--- config.mk ---
export PLATFORM = sky130hd
export DESIGN_NAME = nor_serial_alu
export DESIGN_NICKNAME = d
export VERILOG_FILES = /design/src/rtl/nor_serial_alu.sv
export SDC_FILE = /design/constraint.sdc
export NUM_CORES = 1
export LEC_CHECK = 0
export ABC_AREA = 1
export CORE_ASPECT_RATIO = 0.9
export CORE_MARGIN = 3
export CORE_UTILIZATION = 56
export DETAILED_ROUTE_END_ITERATION = 8
export GPL_ROUTABILITY_DRIVEN = 1
export HOLD_SLACK_MARGIN = 0.06
export PLACE_DENSITY_LB_ADDON = 0.12
export SYNTH_ARGS = -nofsm -noshare
export SYNTH_HDL_FRONTEND = slang
export SYNTH_SLANG_ARGS = --single-unit
--- constraint.sdc ---
create_clock -name clk -period 2.65 [get_ports clk]
set_input_delay 0.265 -clock clk [delete_from_list [all_inputs] [get_ports clk]]
set_output_delay 0.265 -clock clk [all_outputs]
set_load 0.02 [all_outputs]
--- src/rtl/nor_serial_alu.sv ---
module nor_serial_alu #(
  parameter int WIDTH = 8
) (
  input  logic             clk,
  input  logic             rst_n,
  input  logic             start,
  input  logic [2:0]       op,
  input  logic [WIDTH-1:0] acc,
  input  logic [WIDTH-1:0] opnd,
  input  logic             flag_in,
  output logic [WIDTH-1:0] result,
  output logic             flag_out,
  output logic             done
);
  localparam int BITW = (WIDTH > 1) ? $clog2(WIDTH) : 1;
  localparam logic [BITW-1:0] LAST_BIT = BITW'(WIDTH - 1);

  localparam logic [2:0] OP_AND = 3'd0, OP_OR = 3'd1, OP_XOR = 3'd2,
                         OP_ADD = 3'd3, OP_SUB = 3'd4;

  localparam logic [2:0] SRC_A = 3'd0, SRC_B = 3'd1, SRC_C = 3'd2,
                         SRC_T0 = 3'd3, SRC_T1 = 3'd4, SRC_T2 = 3'd5, SRC_T3 = 3'd6;
  localparam logic [2:0] DST_T0 = 3'd0, DST_T1 = 3'd1, DST_T2 = 3'd2,
                         DST_T3 = 3'd3, DST_R = 3'd4, DST_C = 3'd5;

  logic             busy;
  logic [2:0]       op_q;
  logic [WIDTH-1:0] a_sh, b_sh, res;
  logic             carry;
  logic [3:0]       tmp;
  logic [BITW-1:0]  bitc;
  logic [3:0]       step, k;
  logic [2:0]       sx, sy, dst, bsrc;
  logic             last, xv, yv, nor_out;

  wire op_ok = (op <= OP_SUB);

  assign result   = res;
  assign flag_out = carry;

  // microcode: which two latches feed the NOR and where its output goes
  always_comb begin
    sx = SRC_A; sy = SRC_A; dst = DST_T0; last = 1'b0;
    bsrc = (op_q == OP_SUB) ? SRC_T3 : SRC_B;
    k    = (op_q == OP_SUB) ? step - 4'd1 : step;
    case (op_q)
      OP_OR: case (step)
        4'd0:    begin sx = SRC_A;  sy = SRC_B;  dst = DST_T0; end
        default: begin sx = SRC_T0; sy = SRC_T0; dst = DST_R; last = 1'b1; end
      endcase
      OP_AND: case (step)
        4'd0:    begin sx = SRC_A;  sy = SRC_A;  dst = DST_T0; end
        4'd1:    begin sx = SRC_B;  sy = SRC_B;  dst = DST_T1; end
        default: begin sx = SRC_T0; sy = SRC_T1; dst = DST_R; last = 1'b1; end
      endcase
      OP_XOR: case (step)
        4'd0:    begin sx = SRC_A;  sy = SRC_B;  dst = DST_T0; end
        4'd1:    begin sx = SRC_A;  sy = SRC_T0; dst = DST_T1; end
        4'd2:    begin sx = SRC_B;  sy = SRC_T0; dst = DST_T2; end
        4'd3:    begin sx = SRC_T1; sy = SRC_T2; dst = DST_T3; end
        default: begin sx = SRC_T3; sy = SRC_T3; dst = DST_R; last = 1'b1; end
      endcase
      default: if (op_q == OP_SUB && step == 4'd0) begin
        sx = SRC_B; sy = SRC_B; dst = DST_T3;
      end else begin
        case (k)
          4'd0:    begin sx = SRC_A;  sy = bsrc;   dst = DST_T0; end
          4'd1:    begin sx = SRC_A;  sy = SRC_T0; dst = DST_T1; end
          4'd2:    begin sx = bsrc;   sy = SRC_T0; dst = DST_T2; end
          4'd3:    begin sx = SRC_T1; sy = SRC_T2; dst = DST_T3; end
          4'd4:    begin sx = SRC_T3; sy = SRC_C;  dst = DST_T1; end
          4'd5:    begin sx = SRC_T3; sy = SRC_T1; dst = DST_T2; end
          4'd6:    begin sx = SRC_C;  sy = SRC_T1; dst = DST_T3; end
          4'd7:    begin sx = SRC_T2; sy = SRC_T3; dst = DST_R;  end
          default: begin sx = SRC_T0; sy = SRC_T1; dst = DST_C; last = 1'b1; end
        endcase
      end
    endcase
  end

  function automatic logic pick(input logic [2:0] s, input logic a, input logic b,
                                input logic c, input logic [3:0] t);
    case (s)
      SRC_A:   return a;
      SRC_B:   return b;
      SRC_C:   return c;
      SRC_T0:  return t[0];
      SRC_T1:  return t[1];
      SRC_T2:  return t[2];
      default: return t[3];
    endcase
  endfunction

  assign xv      = pick(sx, a_sh[0], b_sh[0], carry, tmp);
  assign yv      = pick(sy, a_sh[0], b_sh[0], carry, tmp);
  assign nor_out = ~(xv | yv);

  always_ff @(posedge clk or negedge rst_n) begin
    if (!rst_n) begin
      busy <= 1'b0; done <= 1'b0; op_q <= OP_AND;
      a_sh <= '0; b_sh <= '0; res <= '0; carry <= 1'b0;
      tmp <= '0; bitc <= '0; step <= '0;
    end else begin
      done <= 1'b0;
      if (!busy) begin
        if (start && op_ok) begin
          busy <= 1'b1; op_q <= op; a_sh <= acc; b_sh <= opnd;
          carry <= flag_in; bitc <= '0; step <= '0;
        end
      end else begin
        case (dst)
          DST_T0:  tmp[0] <= nor_out;
          DST_T1:  tmp[1] <= nor_out;
          DST_T2:  tmp[2] <= nor_out;
          DST_T3:  tmp[3] <= nor_out;
          DST_R:   res <= {nor_out, res[WIDTH-1:1]};
          default: carry <= nor_out;
        endcase
        if (last) begin
          step <= '0;
          a_sh <= a_sh >> 1;
          b_sh <= b_sh >> 1;
          bitc <= bitc + 1'b1;
          if (bitc == LAST_BIT) begin
            busy <= 1'b0;
            done <= 1'b1;
          end
        end else begin
          step <= step + 4'd1;
        end
      end
    end
  end


  done_pulse_chk: assert property (@(posedge clk) disable iff (!rst_n)
    done |=> !done);

  done_after_busy_chk: assert property (@(posedge clk) disable iff (!rst_n)
    done |-> $past(busy));

  idle_hold_chk: assert property (@(posedge clk) disable iff (!rst_n)
    (!busy && !(start && op_ok)) |=> ($stable(result) && $stable(flag_out)));

  busy_ignore_chk: assert property (@(posedge clk) disable iff (!rst_n)
    (busy && start) |=> $stable(op_q));

  bad_op_chk: assert property (@(posedge clk) disable iff (!rst_n)
    (!busy && start && !op_ok) |=> (!busy && !done));
endmodule

==> summary.txt <==
Synth
  – Avg Inst Size Synth: 7.51 um^2
  – Leading area contributor after synthesis: dfrtp_1
  – Synth top area cells: dfrtp_1 37%, nand2_1 13%, nor2_1 5.8%, nand3_1 5.0%, inv_1 4.6%
  – Simple-Gate Fraction of Synth Area: 37.1%
  – Ys async rst share: 100%
  – Ys flop type: dfrtp_1
  – Synthesis Warnings: 0
  – Adder-cell area share of the yosys netlist: 2.68%
  – Largest family of logic cells by synthesized area: simple AND/OR/NAND/NOR gates
  – Post-synthesis sequential area ratio: 36.6%
  – Post-synth EDFFs: 0
  – Yosys top cell area share: 36.6%
  – Xor/xnor share of the synthesized area: 0.625%
  – Post-Syn Instances: 373
  – Post-synth cell types: 34
  – FF+latch count, synth: 41
  – Net Count, Synth: 402
  – Commonest cells in the netlist: 98 x nand2_1, 43 x nor2_1, 41 x dfrtp_1
  – Top-count cell post-synth: nand2_1
  – Synth Area in Compound Gates: 13.7%
  – Synth Cell Area: 0.00280 mm^2
  – Mux share of post-synthesis cell area: 0%

Cells and area
  – Final core utilization: 70.7%
  – Design area: 0.00328 mm^2
  – Filler cell count: 386
  – Area Growth Syn to Fin: 17.0%
  – Share of cells above drive strength 1: 19.2%
  – # nets final: 435
  – Area occupied by registers: 0.00103 mm^2
  – Footprint of the multi-input gates: 0.00153 mm^2
  – ANT cells: 0

Clocking
  – TritonCTS Sinks: 41
  – Post-CTS Setup Inserts: 0
  – CTS max path bufs: 2
  – Post-CTS sizing: 0
  – CTS tree: done
  – Cts bufs inserted: 5
  – Clock root cell: clkbuf_8
  – H-tree depth: 2
  – Worst-path clk slew: 0.08 ns
  – Hold_buf cts: 0
  – Worst-Skew Late Latency: 0.31 ns

Placement
  – Pre-CTS setup slack: 0.0828 ns
  – Dpl hpwl: 4670 um
  – IO Port Bufs: 32
  – Routability Congestion: 0.993
  – Placed Area: 0.00314 mm^2

Setup path
  – Worst Path Arrival: 2.65 ns
  – Critical path's most frequent cell: nand2_1
  – Crit path buffers/inverters: 2
  – R2r setup slk: 0.19 ns
  – Worst r2r src: step[0]
  – Req. time, crit path: 2.84 ns
  – Worst setup SP type: flop
  – Crit Path Category: reg2reg
  – R2R Path End: tmp[3]
  – Worst-path cell chain: inv_2 -> ha_1 -> nand3_1 -> nand2_2 -> nor2_4 -> inv_1 -> nor2_1 -> nor2_1 -> nand2_1 -> nand2_1 -> nand2_1 -> nand3_1 -> nand2_1 -> nand2_1 -> nand3_4 -> a21oi_2
  – Max FO, Critical Path: 7
  – Crit end category: flop
  – CP max stage delay: 0.44 ns
  – Crit path max-delay family: simple AND/OR/NAND/NOR gates
  – R2R cell count: 16
  – Crit-path slowest cell: dfrtp_2

GRT
  – Overall routing resource usage: 22.9%
  – Vias in the first global route: 2251
  – Total gr overflow: 0
  – Initial antenna violation count: 0
  – Largest net degree at the start of global routing: 42
  – First-pass GRT wire length: 10400 um

Floorplan
  – Die footprint: 0.00589 mm^2
  – Area of the core: 0.00463 mm^2
  – Site row count: 23
  – DIE HEIGHT: 73.1 um
  – IO Count: 33
  – Starting Density: 60.5%
  – Die outline width: 80.6 um

Route
  – WL per Instance: 13.2 um
  – Via count: 2473
  – DRC violations left: 0
  – Routed wire length: 6200 um
  – DR iter-0 viols: 149
  – Vias per cell: 5.27
  – First-pass DRT Iterations: 4
  – Antenna Nets Post-Route: 0

STA
  – Period utilisation layout: 92.7%
  – Clock Skews: 0.00785 ns
  – RSZ-0062 raised after global routing: no
  – Crit path time final: 2.46 ns
  – Slew at the pin with the worst max-slew slack: 0.901 ns
  – Slew HR: 39.9%
  – Fmax: 407 MHz
  – Final setup fails: 0
  – Setup TNS: 0 ns
  – Final hold vios: 0
  – Slew Viols, Final: 0
  – Worst setup margin: 0.193 ns

Run status
  – Status: finished clean

Flow run
  – Max_cap viols: 0

Min path
  – Hold Path Class: in2async
cell usage in the layout, fill, tap and decap left out, drive strengths merged, types with 2 or more instances in the layout:
master,netlist,routed
nand3,32,33
a22o,4,4
nand2,112,112
nand4,3,3
o32ai,2,2
a21oi,17,17
dfrtp,41,41
inv,46,46
clkbuf,2,6
ha,6,6
buf,8,4
o21ai,19,19
nand3b,2,2
a31oi,14,14
nor2,60,60
clkdlybuf4s50,0,31
through the flow:
step	std cells	hold WS (ns)
global placement	460	0.430
global route	469	0.150
finish	469	0.0859
CTS	468	0.108
detailed placement	460	0.436
floorplan	373	-0.0306
worst register-to-register path: stages, from the launching register on:
cell	delay [ns]
dfrtp_2	0.44
inv_2	0.09
ha_1	0.34
nand3_1	0.11
nand2_2	0.12
nor2_4	0.14
inv_1	0.08
nor2_1	0.18
nor2_1	0.06
nand2_1	0.11
nand2_1	0.10
nand2_1	0.08
nand3_1	0.08
nand2_1	0.09
nand2_1	0.10
nand3_4	0.15
a21oi_2	0.07
state kept, by name, indices dropped and copies added (netlist names):
register,flops
a_sh,8
b_sh,8
result,8
step,4
tmp,4
bitc,3
op_q,3
busy,1
done,1
flag_out,1
worst max path at each step:
stage | startpoint | end | cells past startpoint
3_5_place_dp | step[0] | b_sh[1] | 17
6_report | step[0] | tmp[3] | 16
4_1_cts | step[0] | a_sh[0] | 17
5_1_grt | step[0] | tmp[3] | 16
3_3_place_gp | step[0] | result[2] | 15
2_1_floorplan | step[0] | result[7] | 16
cells by family (layout without fill, tap and decap cells):
| logic type | count (synthesis) | in the layout |
|---|---|---|
| buffers and inverters | 57 | 90 |
| flip-flops | 41 | 41 |
| AO/OA/AOI/OAI | 58 | 58 |
| adder cells (fa/ha/maj) | 6 | 6 |
| XOR/XNOR | 2 | 2 |
| AND/OR/NAND/NOR | 209 | 210 |
layer usage:
metal | part of all wire (%) | track usage (%) | wire length, um | vias up
li1 | - | - | - | 1277
met1 | 49 | 33.4 | 3050 | 1135
met2 | 45 | 34.7 | 2770 | 55
met3 | 5.3 | 4.44 | 326 | 6
met4 | 0.74 | 6.38 | 46 | 0
met5 | 0 | 0 | 0 | -
final cells by class:
| cell class | count | area share (%) |
|---|---|---|
| clock buffers | 6 | 2.52 |
| clock inverters | 2 | 1.15 |
| inverters | 47 | 5.65 |
| multi-input cells | 276 | 46.7 |
| flip-flops and latches | 41 | 31.3 |
| well taps | 62 | 2.37 |
| repair buffers | 35 | 10.3 |
Power is left out: the tool's default activity adds up to more than one toggle a clock period on the data nets, which glitch-free logic cannot reach.
